`src/rtl/opc_alu_pkg.sv`:
```
package opc_alu_pkg;

  localparam int OPC_W  = 8;
  localparam int FLAG_W = 5;

  localparam logic [OPC_W-1:0] OPC_INC  = 8'h01;
  localparam logic [OPC_W-1:0] OPC_DEC  = 8'h02;
  localparam logic [OPC_W-1:0] OPC_NOT  = 8'h03;
  localparam logic [OPC_W-1:0] OPC_ADD  = 8'h10;
  localparam logic [OPC_W-1:0] OPC_SUB  = 8'h20;
  localparam logic [OPC_W-1:0] OPC_MUL  = 8'h30;
  localparam logic [OPC_W-1:0] OPC_DIV  = 8'h40;
  localparam logic [OPC_W-1:0] OPC_MOD  = 8'h50;
  localparam logic [OPC_W-1:0] OPC_AND  = 8'h60;
  localparam logic [OPC_W-1:0] OPC_OR   = 8'h70;
  localparam logic [OPC_W-1:0] OPC_XOR  = 8'h80;
  localparam logic [OPC_W-1:0] OPC_NAND = 8'h90;
  localparam logic [OPC_W-1:0] OPC_NOR  = 8'hA0;
  localparam logic [OPC_W-1:0] OPC_XNOR = 8'hB0;
  localparam logic [OPC_W-1:0] OPC_CMP  = 8'hC0;

  typedef enum logic [3:0] {
    OP_INC, OP_DEC, OP_NOT, OP_ADD, OP_SUB, OP_MUL, OP_DIV, OP_MOD,
    OP_AND, OP_OR, OP_XOR, OP_NAND, OP_NOR, OP_XNOR, OP_CMP, OP_NONE
  } alu_op_e;

  // bit 4 .. bit 0
  typedef struct packed {
    logic derr;
    logic ovf;
    logic neg;
    logic carry;
    logic zero;
  } alu_flags_t;

endpackage

```
`src/rtl/opc_alu_decode.sv`:
```
module opc_alu_decode
  import opc_alu_pkg::*;
(
  input  logic [OPC_W-1:0] opcode,
  output alu_op_e          op
);
  localparam int NIB = OPC_W / 2;

  logic [NIB-1:0] hi_nib;
  logic [NIB-1:0] lo_nib;

  assign hi_nib = opcode[OPC_W-1:NIB];
  assign lo_nib = opcode[NIB-1:0];

  always_comb begin
    op = OP_NONE;
    if (hi_nib == '0) begin
      unique case (opcode)
        OPC_INC: op = OP_INC;
        OPC_DEC: op = OP_DEC;
        OPC_NOT: op = OP_NOT;
        default: op = OP_NONE;
      endcase
    end else if (lo_nib == '0) begin
      unique case (opcode)
        OPC_ADD:  op = OP_ADD;
        OPC_SUB:  op = OP_SUB;
        OPC_MUL:  op = OP_MUL;
        OPC_DIV:  op = OP_DIV;
        OPC_MOD:  op = OP_MOD;
        OPC_AND:  op = OP_AND;
        OPC_OR:   op = OP_OR;
        OPC_XOR:  op = OP_XOR;
        OPC_NAND: op = OP_NAND;
        OPC_NOR:  op = OP_NOR;
        OPC_XNOR: op = OP_XNOR;
        OPC_CMP:  op = OP_CMP;
        default:  op = OP_NONE;
      endcase
    end
  end
endmodule

```
`src/rtl/opc_alu_addsub.sv`:
```
module opc_alu_addsub #(
  parameter int DW = 8
) (
  input  logic [DW-1:0] a,
  input  logic [DW-1:0] b,
  input  logic          sub,
  output logic [DW-1:0] sum,
  output logic          carry,
  output logic          ovf
);
  logic [DW-1:0] addend;
  logic          cout;

  assign addend = sub ? ~b : b;
  assign {cout, sum} = {1'b0, a} + {1'b0, addend} + {{DW{1'b0}}, sub};
  // carry for add, borrow for subtract
  assign carry = sub ? ~cout : cout;
  assign ovf   = (a[DW-1] == addend[DW-1]) && (sum[DW-1] != a[DW-1]);
endmodule

```
`src/rtl/opc_alu_muldiv.sv`:
```
module opc_alu_muldiv #(
  parameter int DW = 8
) (
  input  logic [DW-1:0] a,
  input  logic [DW-1:0] b,
  output logic [DW-1:0] prod_lo,
  output logic          prod_hi_nz,
  output logic [DW-1:0] quot,
  output logic [DW-1:0] rem,
  output logic          div_zero
);
  localparam int PW = 2 * DW;

  logic [PW-1:0] prod;

  assign prod       = {{DW{1'b0}}, a} * {{DW{1'b0}}, b};
  assign prod_lo    = prod[DW-1:0];
  assign prod_hi_nz = |prod[PW-1:DW];
  assign div_zero   = (b == '0);
  assign quot       = div_zero ? {DW{1'b1}} : a / b;
  assign rem        = div_zero ? {DW{1'b1}} : a % b;
endmodule

```
`src/rtl/opc_alu_logic.sv`:
```
module opc_alu_logic
  import opc_alu_pkg::*;
#(
  parameter int DW = 8
) (
  input  alu_op_e       op,
  input  logic [DW-1:0] a,
  input  logic [DW-1:0] b,
  output logic [DW-1:0] y
);
  always_comb begin
    unique case (op)
      OP_NOT:  y = ~a;
      OP_AND:  y = a & b;
      OP_OR:   y = a | b;
      OP_XOR:  y = a ^ b;
      OP_NAND: y = ~(a & b);
      OP_NOR:  y = ~(a | b);
      OP_XNOR: y = ~(a ^ b);
      default: y = '0;
    endcase
  end
endmodule

```
`src/rtl/opc_alu.sv`:
```
module opc_alu
  import opc_alu_pkg::*;
#(
  parameter int DW = 8
) (
  input  logic              clk,
  input  logic              rst_n,
  input  logic              in_valid,
  output logic              in_ready,
  input  logic [OPC_W-1:0]  in_opcode,
  input  logic [DW-1:0]     in_a,
  input  logic [DW-1:0]     in_b,
  input  logic [FLAG_W-1:0] in_flags,
  output logic              out_valid,
  input  logic              out_ready,
  output logic [DW-1:0]     out_result,
  output logic [FLAG_W-1:0] out_flags,
  output logic              out_wr
);
  alu_op_e       op;
  logic [DW-1:0] as_b;
  logic          as_sub;
  logic [DW-1:0] as_sum;
  logic          as_carry;
  logic          as_ovf;
  logic [DW-1:0] md_lo, md_quot, md_rem;
  logic          md_hi_nz, md_dz;
  logic [DW-1:0] lg_y;

  logic [DW-1:0] nx_result;
  logic [DW-1:0] flag_src;
  alu_flags_t    nx_flags;
  logic          nx_wr;

  opc_alu_decode u_dec (
    .opcode (in_opcode),
    .op     (op)
  );

  // increment/decrement reuse the adder with a constant one
  assign as_b   = (op == OP_INC || op == OP_DEC) ? {{(DW-1){1'b0}}, 1'b1} : in_b;
  assign as_sub = (op == OP_DEC) || (op == OP_SUB) || (op == OP_CMP);

  opc_alu_addsub #(.DW(DW)) u_as (
    .a     (in_a),
    .b     (as_b),
    .sub   (as_sub),
    .sum   (as_sum),
    .carry (as_carry),
    .ovf   (as_ovf)
  );

  opc_alu_muldiv #(.DW(DW)) u_md (
    .a          (in_a),
    .b          (in_b),
    .prod_lo    (md_lo),
    .prod_hi_nz (md_hi_nz),
    .quot       (md_quot),
    .rem        (md_rem),
    .div_zero   (md_dz)
  );

  opc_alu_logic #(.DW(DW)) u_lg (
    .op (op),
    .a  (in_a),
    .b  (in_b),
    .y  (lg_y)
  );

  always_comb begin
    nx_result = '0;
    flag_src  = '0;
    nx_wr     = 1'b1;
    nx_flags  = '0;
    unique case (op)
      OP_INC, OP_DEC, OP_ADD, OP_SUB: begin
        nx_result      = as_sum;
        nx_flags.carry = as_carry;
        nx_flags.ovf   = as_ovf;
      end
      OP_CMP: begin
        nx_wr          = 1'b0;
        nx_flags.carry = as_carry;
        nx_flags.ovf   = as_ovf;
      end
      OP_MUL: begin
        nx_result      = md_lo;
        nx_flags.carry = md_hi_nz;
      end
      OP_DIV: begin
        nx_result     = md_quot;
        nx_flags.derr = md_dz;
      end
      OP_MOD: begin
        nx_result     = md_rem;
        nx_flags.derr = md_dz;
      end
      OP_NONE: begin
        nx_wr = 1'b0;
      end
      default: begin
        nx_result = lg_y;
      end
    endcase
    // compare derives zero/sign from the difference, others from the result
    flag_src      = (op == OP_CMP) ? as_sum : nx_result;
    nx_flags.zero = (flag_src == '0);
    nx_flags.neg  = flag_src[DW-1];
    if (op == OP_NONE) nx_flags = alu_flags_t'(in_flags);
  end

  assign in_ready = !out_valid || out_ready;

  always_ff @(posedge clk or negedge rst_n) begin
    if (!rst_n) begin
      out_valid  <= 1'b0;
      out_result <= '0;
      out_flags  <= '0;
      out_wr     <= 1'b0;
    end else if (in_ready) begin
      out_valid <= in_valid;
      if (in_valid) begin
        out_result <= nx_result;
        out_flags  <= nx_flags;
        out_wr     <= nx_wr;
      end
    end
  end
endmodule

```
`config.mk`:
```
export PLATFORM = sky130hd
export DESIGN_NAME = opc_alu
export DESIGN_NICKNAME = d
export VERILOG_FILES = /design/src/rtl/opc_alu_pkg.sv /design/src/rtl/opc_alu_decode.sv /design/src/rtl/opc_alu_addsub.sv /design/src/rtl/opc_alu_muldiv.sv /design/src/rtl/opc_alu_logic.sv /design/src/rtl/opc_alu.sv
export SDC_FILE = /design/constraint.sdc
export NUM_CORES = 1
export LEC_CHECK = 0
export BUFFER_PORTS_ARGS = -buffer_cell sky130_fd_sc_hd__buf_2
export CAP_MARGIN = 20
export CORE_MARGIN = 2
export CORE_UTILIZATION = 40
export CTS_BUF_LIST = sky130_fd_sc_hd__clkbuf_8
export CTS_CLUSTER_SIZE = 14
export DETAILED_ROUTE_END_ITERATION = 7
export HOLD_SLACK_MARGIN = 0.06
export PLACE_DENSITY = 0.64
export SETUP_SLACK_MARGIN = 0.3
export SYNTH_ARGS = -nofsm -noshare
export SYNTH_HDL_FRONTEND = slang
export SYNTH_HIERARCHICAL = 1
export SYNTH_SLANG_ARGS = --single-unit
```
`constraint.sdc`:
```
create_clock -name clk -period 1.4 [get_ports clk]
set_clock_uncertainty 0.15 [all_clocks]
set_input_delay 0.07 -clock clk [delete_from_list [all_inputs] [get_ports clk]]
set_output_delay 0.07 -clock clk [all_outputs]
set_load 0.005 [all_outputs]
```
* Yosys cells after proc, flatten, opt, wreduce, memory -nomap -nowiden
Index checks and enable logic that the tools add are counted.
** Cells by class
- Div/mod/pow operators :: 2
- Bitwise gates (word level) :: 9
- Reduce and logical (&&, ||, !) cells :: 17
- Shifts and indexed selects :: 0
- Magnitude comparators :: 0
- $mul :: 1
- Add/subtract/negate cells :: 2
- Muxes and demuxes :: 17
- Eq/ne operators :: 32
** Operators by type and width (number)
- one-hot mux 8 bit (7 select lines) :: 1
- one-hot mux 4 bit (12 select lines) :: 1
- equality test 8 bit (second input constant) :: 5
- two-way mux 8 bit :: 5
- NOT 8 bit :: 5
- one-hot mux 8 bit (5 select lines) :: 1
- equality test 4 bit (second input constant) :: 8
- equality test 8 x 7 -> 1 bit (second input constant) :: 4
- equality test 4 x 3 -> 1 bit (second input constant) :: 4
- equality test 8 x 2 -> 1 bit (second input constant) :: 2
- equality test 8 x 6 -> 1 bit (second input constant) :: 2
- logical NOT 8 bit :: 2
- multiplier 8 x 8 -> 16 bit :: 1
- logical NOT 4 bit :: 3
- one-hot mux 4 bit (3 select lines) :: 1
- adder 8 x 8 -> 9 bit :: 1
- adder 9 x 1 -> 9 bit :: 1
- AND 8 bit :: 1
- divider 8 x 8 -> 8 bit :: 1
- equality test 4 x 2 -> 1 bit (second input constant) :: 2
- equality test 8 x 1 -> 1 bit (second input constant) :: 1
- equality test 8 x 5 -> 1 bit (second input constant) :: 1
- modulo 8 x 8 -> 8 bit :: 1
- two-way mux 4 bit :: 2
- 17 further kinds :: 24
** Storage, ports and cells
- Bits in registers :: 15
- Memory bits (writable) :: 0
- Logic and storage cells :: 84
- Output and inout port bits :: 16
- ROM bits :: 0
- Memories :: 0
- Latch bits :: 0
- Input bits :: 33

* Logic depth before layout (Yosys ltp)
Gate-level depths: netlist of run 1.
- Depth in word-level cells :: 15
- Gate-level depth with buffers :: 58
- Mapped depth without buffers :: 56

* By module
The synthesis of run 1 kept the hierarchy.
** Modules (own cells, without submodules)
- opc_alu_muldiv :: seq. area each 0.0 um^2, area each 4095.2 um^2, cells an instance 541, instances 1
- opc_alu :: seq. area each 375.4 um^2, area each 1377.6 um^2, cells an instance 172, instances 1
- opc_alu_logic :: seq. area each 0.0 um^2, area each 743.2 um^2, cells an instance 109, instances 1
- opc_alu_addsub :: seq. area each 0.0 um^2, area each 445.4 um^2, cells an instance 59, instances 1
- opc_alu_decode :: seq. area each 0.0 um^2, area each 168.9 um^2, cells an instance 24, instances 1

* Worst setup path before layout of run 1
Ideal clock, no wire load.
- Kind :: input-to-reg
- From :: in in_b[4]
- To :: reg out_flags[0]
- Buffers on the path :: 5
- Library setup time :: 0.082 ns
- Cell stages on the path :: 53
- Arrival time :: 11.878 ns
- Data required time :: 1.168 ns
- Setup slack :: -10.710 ns
- Path through :: nor4_1 -> buf_2 -> nand2_1 -> nor2_1 -> a21oi_1 -> a21oi_1 -> ha_1 -> or4b_2 -> nand4_1 -> a2bb2oi_2 -> ha_1 -> o21bai_1 -> o21ai_0 -> a211oi_1 -> or2_2 -> ha_1 -> o211ai_1 -> a21boi_0 -> [... 17 more ...] -> nand3_1 -> a21oi_1 -> o41ai_1 -> clkbuf_1 -> o21ai_0 -> fa_1 -> a211oi_1 -> o21bai_1 -> a21oi_1 -> a31oi_1 -> clkbuf_1 -> a21oi_1 -> o21ai_0 -> a22o_1 -> a211oi_2 -> o22ai_1 -> or4_1 -> a31oi_1
** On the way
- Elaborated cells between the ends (all ways) :: 22
- Those cells by class :: add/sub: 2; mul: 1; div: 2; mux: 8; bitwise: 7; reduce/logical: 2
** RTL lines
- start: declaration :: RTL line opc_alu.sv:12 : input logic [DW-1:0] in_b,
- modulo 8 x 8 -> 8 bit / logical NOT 8 bit (equally long branches) :: RTL line opc_alu_muldiv.sv:21, opc_alu_muldiv.sv:19
- two-way mux 8 bit (*) :: RTL line opc_alu_muldiv.sv:21 : assign rem = div_zero ? {DW{1'b1}} : a % b;
- named net md_rem[5] :: RTL line opc_alu.sv:26 : logic [DW-1:0] md_lo, md_quot, md_rem;
- one-hot mux 8 bit (5 select lines) (*) :: RTL line opc_alu.sv:75 : unique case (op)
- two-way mux 8 bit (*) :: RTL line opc_alu.sv:106 : flag_src = (op == OP_CMP) ? as_sum : nx_result;
- logical NOT 8 bit (*) :: RTL line opc_alu.sv:107 : nx_flags.zero = (flag_src == '0);
- two-way mux 5 bit (*) :: RTL line opc_alu.sv:109 : if (op == OP_NONE) nx_flags = alu_flags_t'(in_flags);
- end signal: assignment :: RTL line opc_alu.sv:124 : out_flags <= nx_flags;
- end: declaration :: RTL line opc_alu.sv:17 : output logic [FLAG_W-1:0] out_flags,
The timed path passes the listed nets; every way through them passes the cells marked *.
A chain may end at the register's enable or synchronous reset.

* Worst setup path after layout of run 1
- From :: in in_b[6]
- To :: reg out_flags[0]
The elaborated chain is that of the path after synthesis.

==> results of run 1 <==
## final cells by class
| class | instances | share of cell area, % |
|---|---|---|
| multi-input cells | 748 | 62.1 |
| repair buffers | 373 | 27.6 |
| inverters | 110 | 3.94 |
| flip-flops and latches | 15 | 3.41 |
| well taps | 220 | 2.50 |
| clock buffers | 3 | 0.375 |
| clock inverters | 1 | 0.0341 |
## routing by layer
| layer | wire length (um) | up-vias | global-route usage [%] |
|---|---|---|---|
| met4 | 790 | 0 | 7.84 |
| met1 | 11000 | 3956 | 34.8 |
| met5 | 0 | - | 0 |
| met2 | 12600 | 346 | 44.0 |
| li1 | - | 3906 | - |
| met3 | 1670 | 75 | 3.49 |
## timing repair
action                                  4_1_cts  5_1_grt
buffers inserted                             46       40
gates cloned                                  1        0
hold buffers                                  5        0
resized for setup                            97      124
pin swaps                                    57       92
endpoints found under the setup margin       14       15
endpoints found under the hold margin        19        0
## cells by family after synthesis
| kind of cell | count (synthesis) | synth area share (%) |
|---|---|---|
| AOI/OAI and AO/OA | 228 | 23.2 |
| xor gates and xnor gates | 35 | 4.49 |
| adders and majority gates | 139 | 29.6 |
| buffers and inverters | 143 | 8.65 |
| DFF | 15 | 5.50 |
| muxes | 25 | 3.83 |
| and+or+nand+nor | 320 | 24.7 |
## state kept, by name (all words and copies together) (netlist names)
signal,cells
out_result,8
out_flags,5
out_valid,1
out_wr,1
## worst max path at each step
stage / start / end / slack (ps) / cells past startpoint
5_1_grt: in_b[6] / out_flags[0] / -10100 / 56
3_3_place_gp: in_b[7] / out_flags[0] / -9370 / 57
6_report: in_b[6] / out_flags[0] / -9630 / 56
2_1_floorplan: in_b[7] / out_flags[0] / -8950 / 54
3_5_place_dp: in_b[7] / out_flags[0] / -9620 / 57
4_1_cts: in_b[4] / out_flags[0] / -9110 / 53
## worst max-delay path, delay by kind of cell
kind | cells | cell delay (ps)
AND/OR/NAND/NOR | 14 | 3260
buffers and inverters | 8 | 1080
multiplexers | 2 | 440
adder cells (fa/ha/maj) | 7 | 1890
AO/OA/AOI/OAI | 25 | 4280
## through the flow
stage                     hold WS, ps  setup WS [ps]  setup TNS (ps)
final                            80.0          -9630          -99410
after global routing             92.1         -10100         -104220
after CTS                       -13.5          -9110          -94220
after detailed placement         -156          -9620          -98550
after global placement           -162          -9370          -96070
after floorplan                  -376          -8950          -89690
## cell usage in the layout (no fill, tap or decap), types with 21 or more instances in the layout
master,n
buf_6,46
a21oi_1,25
o21ai_0,23
buf_4,266
nand2_1,48
fa_1,35
nor2_1,76
buf_2,40
inv_1,94
and2_1,25
nor3_1,21
ha_1,81
## power breakdown
group          internal [uW]  total (uW)  switching [uW]
Sequential               484         512            28.3
Combinational           3860        7510            3650
Clock                    194         339             145
==> flow_summary.json, run 1 <==
{
  "design_power_total_uw": 8360,
  "critical_path.max_stage_delay_ps": 550,
  "first_pass_iters": 5,
  "hp-class": "in -> reg",
  "final_cell_area_sq_mm": 0.0110,
  "synth_cells": 905,
  "maxClockFrequency_mhz": 90.7,
  "numCtsBuffers": 3,
  "grt_pass1_vias": 7821,
  "area_delta_synth_final_pct": 61.4,
  "nets": 1423,
  "vias": 8283,
  "viasPerCell": 5.63,
  "clock_latency_ps": 240,
  "grt_max_degree": 49,
  "multiInputGateArea_sq_mm": 0.00685,
  "synth_seq_cells": 15,
  "worst_slack_ps": -9630,
  "maxSlewHeadroom_pct": 62.8,
  "clk_pin_slew_ps": 60,
  "place_congestion": 0.924,
  "rsz0062_at_grt": "true",
  "row_count": 47,
  "cp_max_fo": 7,
  "io_buffers": 48,
  "synth-edff-count": 0,
  "synthArstFlopShare_pct": 100,
  "clock-sinks": 15,
  "status": "finished with violations",
  "yosysUniqueCellTypes": 84,
  "wirelength_um": 26100,
  "synthFlopType": "dfrtp_1",
  "clockRootBuffer": "clkbuf_8",
  "post-dp-hpwl_um": 17500,
  "drc": 0,
  "antenna_left": 0,
  "rr_worst_depth": 4,
  "ys_warn_count": 6,
  "peakVddDrop_mv": 0.917,
  "ios": 49,
  "die_h_um": 135,
  "leakage_uw": 0.00528,
  "end_kind": "register",
  "drive_gt1_share_pct": 44.7,
  "synth.cell_area_sq_mm": 0.00683,
  "powerDensity_mw_per_mm2": 759,
  "fin_util_pct": 66.2,
  "grt_util_all_layers_pct": 26.1,
  "period_minus_slack_ps": 11030,
  "crit_top_cell": "buf_4",
  "synth-seq-area-share_pct": 5.50,
  "initial_core_util_pct": 41.0,
  "place_area_sq_mm": 0.00932,
  "cts_tree": "done",
  "hp-start": "out_ready",
  "synth_fp_nets": 1077,
  "dp.cells": 1374,
  "hold_depth": 4,
  "worstPathArrival_ps": 11050,
  "r2r_start": "out_valid",
  "clock_path_buffers": 2,
  "synth_area_per_cell_sq_um": 7.55,
  "antenna_found_initial": 0,
  "synthTopCellsByCount": "inv_1, ha_1, nor2_1",
  "reg2reg_slack_ps": 30,
  "critPathKind": "in -> reg",
  "seq_area_sq_um": 375,
  "worst_slew_pin_slew_ps": 557,
  "core-area_sq_mm": 0.0166,
  "gr-total-overflow": 0,
  "yosysMostFrequentCell": "inv_1",
  "final_cells": 1470,
  "cpMaxStageDelayCell": "or4_1",
  "yosys.area.top_type": "ha_1",
  "netlist_top_cells_area": "ha_1, fa_1, inv_1, dfrtp_1, nor2_1",
  "synth_top_area_share_pct": 18.5,
  "failed_checks": "setup timing",
  "finalCritPeriodShare_pct": 788,
  "die_area_sq_mm": 0.0181,
  "hold_viol_final": 0,
  "insertedDiodeCount": 0,
  "maxCapViolations": 0,
  "wl_per_cell_um": 17.7,
  "die_w_um": 135,
  "drv_slew": 0,
  "htree_num_levels": 1,
  "required_ps": 1420,
  "reg2reg_to": "out_flags[2]",
  "grt_pass1_wl_um": 38500,
  "nFillCells": 1263,
  "drt_iter0_markers": 637,
  "crit_path_start_kind": "input port",
  "setup_viol": 14,
  "hold_end": "out_valid"
}
Note: power is estimated with default switching activity, not from simulation.
==> run 2, diff against run 1 <==
CORE_UTILIZATION = 50   (was 40)
PLACE_DENSITY = 0.75   (was 0.64)
==> flow_summary.json, run 2 (synthesis results as in run 1) <==
{
  "wl_met2_um": 13700,
  "period_minus_slack_ps": 10980,
  "row_count": 42,
  "clock_path_buffers": 2,
  "cp_top_family": "compound AO/OA/AOI/OAI gates",
  "htree_num_levels": 1,
  "topRoutingLayerUsed": "met4",
  "place_ws_ps": -9500,
  "initial_core_util_pct": 51.4,
  "failed_checks": "setup timing",
  "cpMaxStageDelayCell": "or4b_4",
  "powerDensity_mw_per_mm2": 758,
  "ios": 49,
  "viasPerCell": 6.23,
  "drc": 0,
  "drv_slew": 0,
  "die_h_um": 121,
  "r2r_start": "out_valid",
  "clk_pin_slew_ps": 70,
  "rsz0062_at_grt": "true",
  "area_delta_synth_final_pct": 58.8,
  "mostFrequentLayoutCells": "buf_4, inv_1, ha_1",
  "first_pass_iters": 6,
  "critical_path.max_stage_delay_ps": 490,
  "worst_slew_pin_slew_ps": 459,
  "hold_viol_final": 0,
  "final_common_cell": "buf_4",
  "maxCapViolations": 0,
  "nets": 1423,
  "comb_power_share_pct": 89.3,
  "worst_slack_ps": -9580,
  "intPower_uw": 4430,
  "grt_max_degree": 50,
  "grt_pass1_vias": 8410,
  "final_cell_area_sq_mm": 0.0108,
  "drive_gt1_share_pct": 43.5,
  "design_power_total_uw": 8220,
  "hp-start": "out_ready",
  "wirelength_um": 28700,
  "hp-class": "in -> reg",
  "maxSlewHeadroom_pct": 69.3,
  "io_buffers": 48,
  "clockRootBuffer": "clkbuf_8",
  "gr-total-overflow": 0,
  "cts_tree": "done",
  "core-area_sq_mm": 0.0133,
  "vias": 8877,
  "grt_pass1_wl_um": 40000,
  "numCtsBuffers": 3,
  "insertedDiodeCount": 0,
  "pwr-share-seq_pct": 6.2,
  "peakVddDrop_mv": 0.466,
  "clkPwrFrac_pct": 4.4,
  "finalCritPeriodShare_pct": 784,
  "clock_latency_ps": 260,
  "setup_viol": 14,
  "clock-sinks": 15,
  "crit_path_start_kind": "input port",
  "nFillCells": 761,
  "top_regs": "out_result x8, out_flags x5",
  "critPathKind": "in -> reg",
  "worst-path-buf-inv": 10,
  "place_area_sq_mm": 0.00934,
  "required_ps": 1420,
  "drt-met1-wl_um": 10400,
  "largest_register_ffs": 8,
  "setup.worst_path.start": "in_b[7]",
  "maxClockFrequency_mhz": 91.1,
  "die_w_um": 121,
  "antenna_found_initial": 0,
  "regMostFlops": "out_result",
  "leakage_uw": 0.00528,
  "p_sw_share_pct": 46.1,
  "end_kind": "register",
  "cp_max_fo": 5,
  "worstPathArrival_ps": 11000,
  "grt_util_all_layers_pct": 33.8,
  "met3_length_um": 2310,
  "antenna_left": 0,
  "die_area_sq_mm": 0.0146,
  "p_sw_uw": 3790,
  "wl_per_cell_um": 20.1,
  "drt_iter0_markers": 1115,
  "status": "finished with violations",
  "post-dp-hpwl_um": 17600,
  "place_congestion": 1.01
}
## run 2: cell types whose count changed in the layout (fill, tap and decap cells not counted), sizes merged
cell and change:
buf +1, clkinv +2, clkinvlp -1, dlygate4sd3 -1, inv -1
## run 2: worst paths after layout
path | cells after the start | end | slack (ps)
setup / recovery | 60 | out_flags[0] | -9580
hold / removal | 4 | out_valid | 90
setup reg to reg | 5 | out_flags[0] | -50
hold reg to reg | 2 | out_result[3] | 340
max in group asynchronous | 2 | out_result[3] | 730
min in group asynchronous | 2 | out_flags[3] | 100
## run 2: repair_timing
item,CTS,global route
setup buffers,52,23
endpoints found under the hold margin,18,0
hold buffers,4,0
endpoints found under the setup margin,14,15
resized for setup,108,69
pin swaps,64,47
gates cloned,1,1
## run 2: cell type report
| cell class | instances | area, sq um | share of cell area [%] |
|---|---|---|---|
| clock buffers | 3 | 41.3 | 0.381 |
| clock inverters | 1 | 5.00 | 0.0462 |
| well taps | 176 | 220 | 2.03 |
| flip-flops and latches | 15 | 375 | 3.46 |
| inverters | 110 | 425 | 3.92 |
| multi-input cells | 748 | 6820 | 62.9 |
| repair buffers | 373 | 2950 | 27.2 |
## run 2: stage by stage
stage | TNS (ps) | util (%) | cells | hold slack, ps
6_report | -99340 | 81.6 | 1426 | 88.4
5_1_grt | -103530 | 81.6 | 1426 | 111
4_1_cts | -92850 | 77.6 | 1402 | -0.877
3_3_place_gp | -94900 | 70.2 | 1341 | -172
3_5_place_dp | -97920 | 70.2 | 1341 | -166
2_1_floorplan | -89690 | - | 905 | -376
## run 2: metal layers
metal  vias up  track usage [%]
met2       615             60.6
met1      4179             40.5
met4         0             17.8
met5         -                0
li1       3892                -
met3       191             1.79
## run 2: power groups by stage
stage	logic [uW]	clock network [uW]	registers, uW
detailed placement	5860	0	518
global placement	5690	0	514
finish	7340	364	513
global route	7890	377	518
CTS	6560	343	510
floorplan	3670	0	521
## run 2: worst reg2reg max path: stages, from the launching register on
cell      delay (ps)
dfrtp_1          380
nand2b_1         130
nand2_1          180
buf_4            220
nor2_1           160
a31oi_1          100
==> run 3, diff against run 2 <==
SKIP_CTS_REPAIR_TIMING = 1   (was not set)
==> flow_summary.json, run 3 (synthesis results as in run 1) <==
{
  "cpMaxStageDelayCell": "or4_1",
  "grt_util_all_layers_pct": 29.1,
  "ios": 49,
  "maxCapViolations": 0,
  "drv_slew": 0,
  "final_common_cell": "buf_4",
  "drc": 0,
  "first_pass_iters": 6,
  "antenna_found_initial": 0,
  "leakage_uw": 0.00499,
  "status": "finished with violations",
  "place_congestion": 1.01,
  "antenna_left": 0,
  "cp_max_fo": 7,
  "critical_path.max_stage_delay_ps": 530,
  "mostFrequentLayoutCells": "buf_4, inv_1, ha_1",
  "die_h_um": 121,
  "wirelength_um": 24800,
  "grt_max_degree": 50,
  "maxSlewHeadroom_pct": 65.6,
  "insertedDiodeCount": 0,
  "grt_pass1_vias": 7473,
  "finalCritPeriodShare_pct": 769,
  "crit_top_cell": "a21oi_2",
  "period_minus_slack_ps": 10770,
  "maxClockFrequency_mhz": 92.9,
  "fin_util_pct": 77.7,
  "vias": 8209,
  "die_w_um": 121,
  "clock_path_buffers": 2,
  "row_count": 42,
  "place_area_sq_mm": 0.00934,
  "wl_per_cell_um": 18.0,
  "rsz0062_at_grt": "true",
  "numCtsBuffers": 3,
  "worstPathArrival_ps": 10780,
  "clock_latency_ps": 250,
  "setup_viol": 14,
  "design_power_total_uw": 7750,
  "hold_viol_final": 0,
  "nets": 1376,
  "worst_slack_ps": -9370,
  "post-dp-hpwl_um": 17600,
  "peakVddDrop_mv": 0.570,
  "clockRootBuffer": "clkbuf_8",
  "clk_pin_slew_ps": 70,
  "htree_num_levels": 1,
  "area_delta_synth_final_pct": 51.2,
  "die_area_sq_mm": 0.0146,
  "crit_path_start_kind": "input port",
  "hp-class": "in -> async",
  "cts_tree": "done",
  "drt_iter0_markers": 762,
  "worst_slew_pin_slew_ps": 512,
  "gr-total-overflow": 0,
  "end_kind": "register",
  "failed_checks": "setup timing",
  "io_buffers": 48,
  "viasPerCell": 5.95,
  "powerDensity_mw_per_mm2": 751,
  "largest_register_ffs": 8,
  "final_cell_area_sq_mm": 0.0103,
  "top_regs": "out_result x8, out_flags x5",
  "drive_gt1_share_pct": 41.2,
  "clock-sinks": 15,
  "critPathKind": "in -> reg",
  "core-area_sq_mm": 0.0133,
  "initial_core_util_pct": 51.4,
  "regMostFlops": "out_result",
  "grt_pass1_wl_um": 34800,
  "required_ps": 1420
}
## run 3: per-stage QoR
stage          cells  setup TNS (ps)  hold WS, ps  setup slack, ps
2_1_floorplan    905          -89690         -376            -8950
3_3_place_gp    1341          -94900         -172            -9210
3_5_place_dp    1341          -97920         -166            -9500
4_1_cts         1345          -94440         -427            -9270
5_1_grt         1379         -100630          122            -9880
6_report        1379          -95010         90.1            -9370
## run 3: final timing paths
path	startpoint	to	slack [ps]	cells past startpoint
worst max-delay path	in_b[4]	out_flags[0]	-9370	57
worst min-delay path	rst_n	out_flags[3]	90	2
worst max register to register	out_valid	out_result[5]	-30	4
worst min register to register	out_result[3]	out_result[3]	320	2
max in group asynchronous	rst_n	out_result[3]	750	2
min in group clk	out_ready	out_valid	90	4
## run 3: power breakdown
part	total (uW)	leakage (uW)	switching (uW)	internal (uW)
combinational	6890	0.00477	3420	3470
clock	352	0.0000255	155	197
sequential	510	0.000196	26.6	484
## run 3: final cells by class
| class | count | area, sq um |
|---|---|---|
| Sequential cell | 15 | 375 |
| Fill cell | 879 | 2970 |
| Timing Repair Buffer | 326 | 2510 |
| Tap cell | 176 | 220 |
| Inverter | 110 | 425 |
| Clock inverter | 1 | 5.00 |
| Multi-Input combinational cell | 748 | 6750 |
| Clock buffer | 3 | 41.3 |
## run 3: worst max-delay path: cells and delay by family
family                   cells  cell delay [ps]
buffers and inverters        8              930
AO/OA/AOI/OAI               25             4210
adder cells (fa/ha/maj)      7             1870
multiplexers                 1              200
AND/OR/NAND/NOR             16             3510
## run 3: routing by layer
metal | global-route usage, % | routed length [um] | up-vias
met5 | 0 | 0 | -
met4 | 12.1 | 1470 | 0
met3 | 1.27 | 1520 | 126
met2 | 51.7 | 12000 | 391
met1 | 36.8 | 9820 | 3887
li1 | - | - | 3805
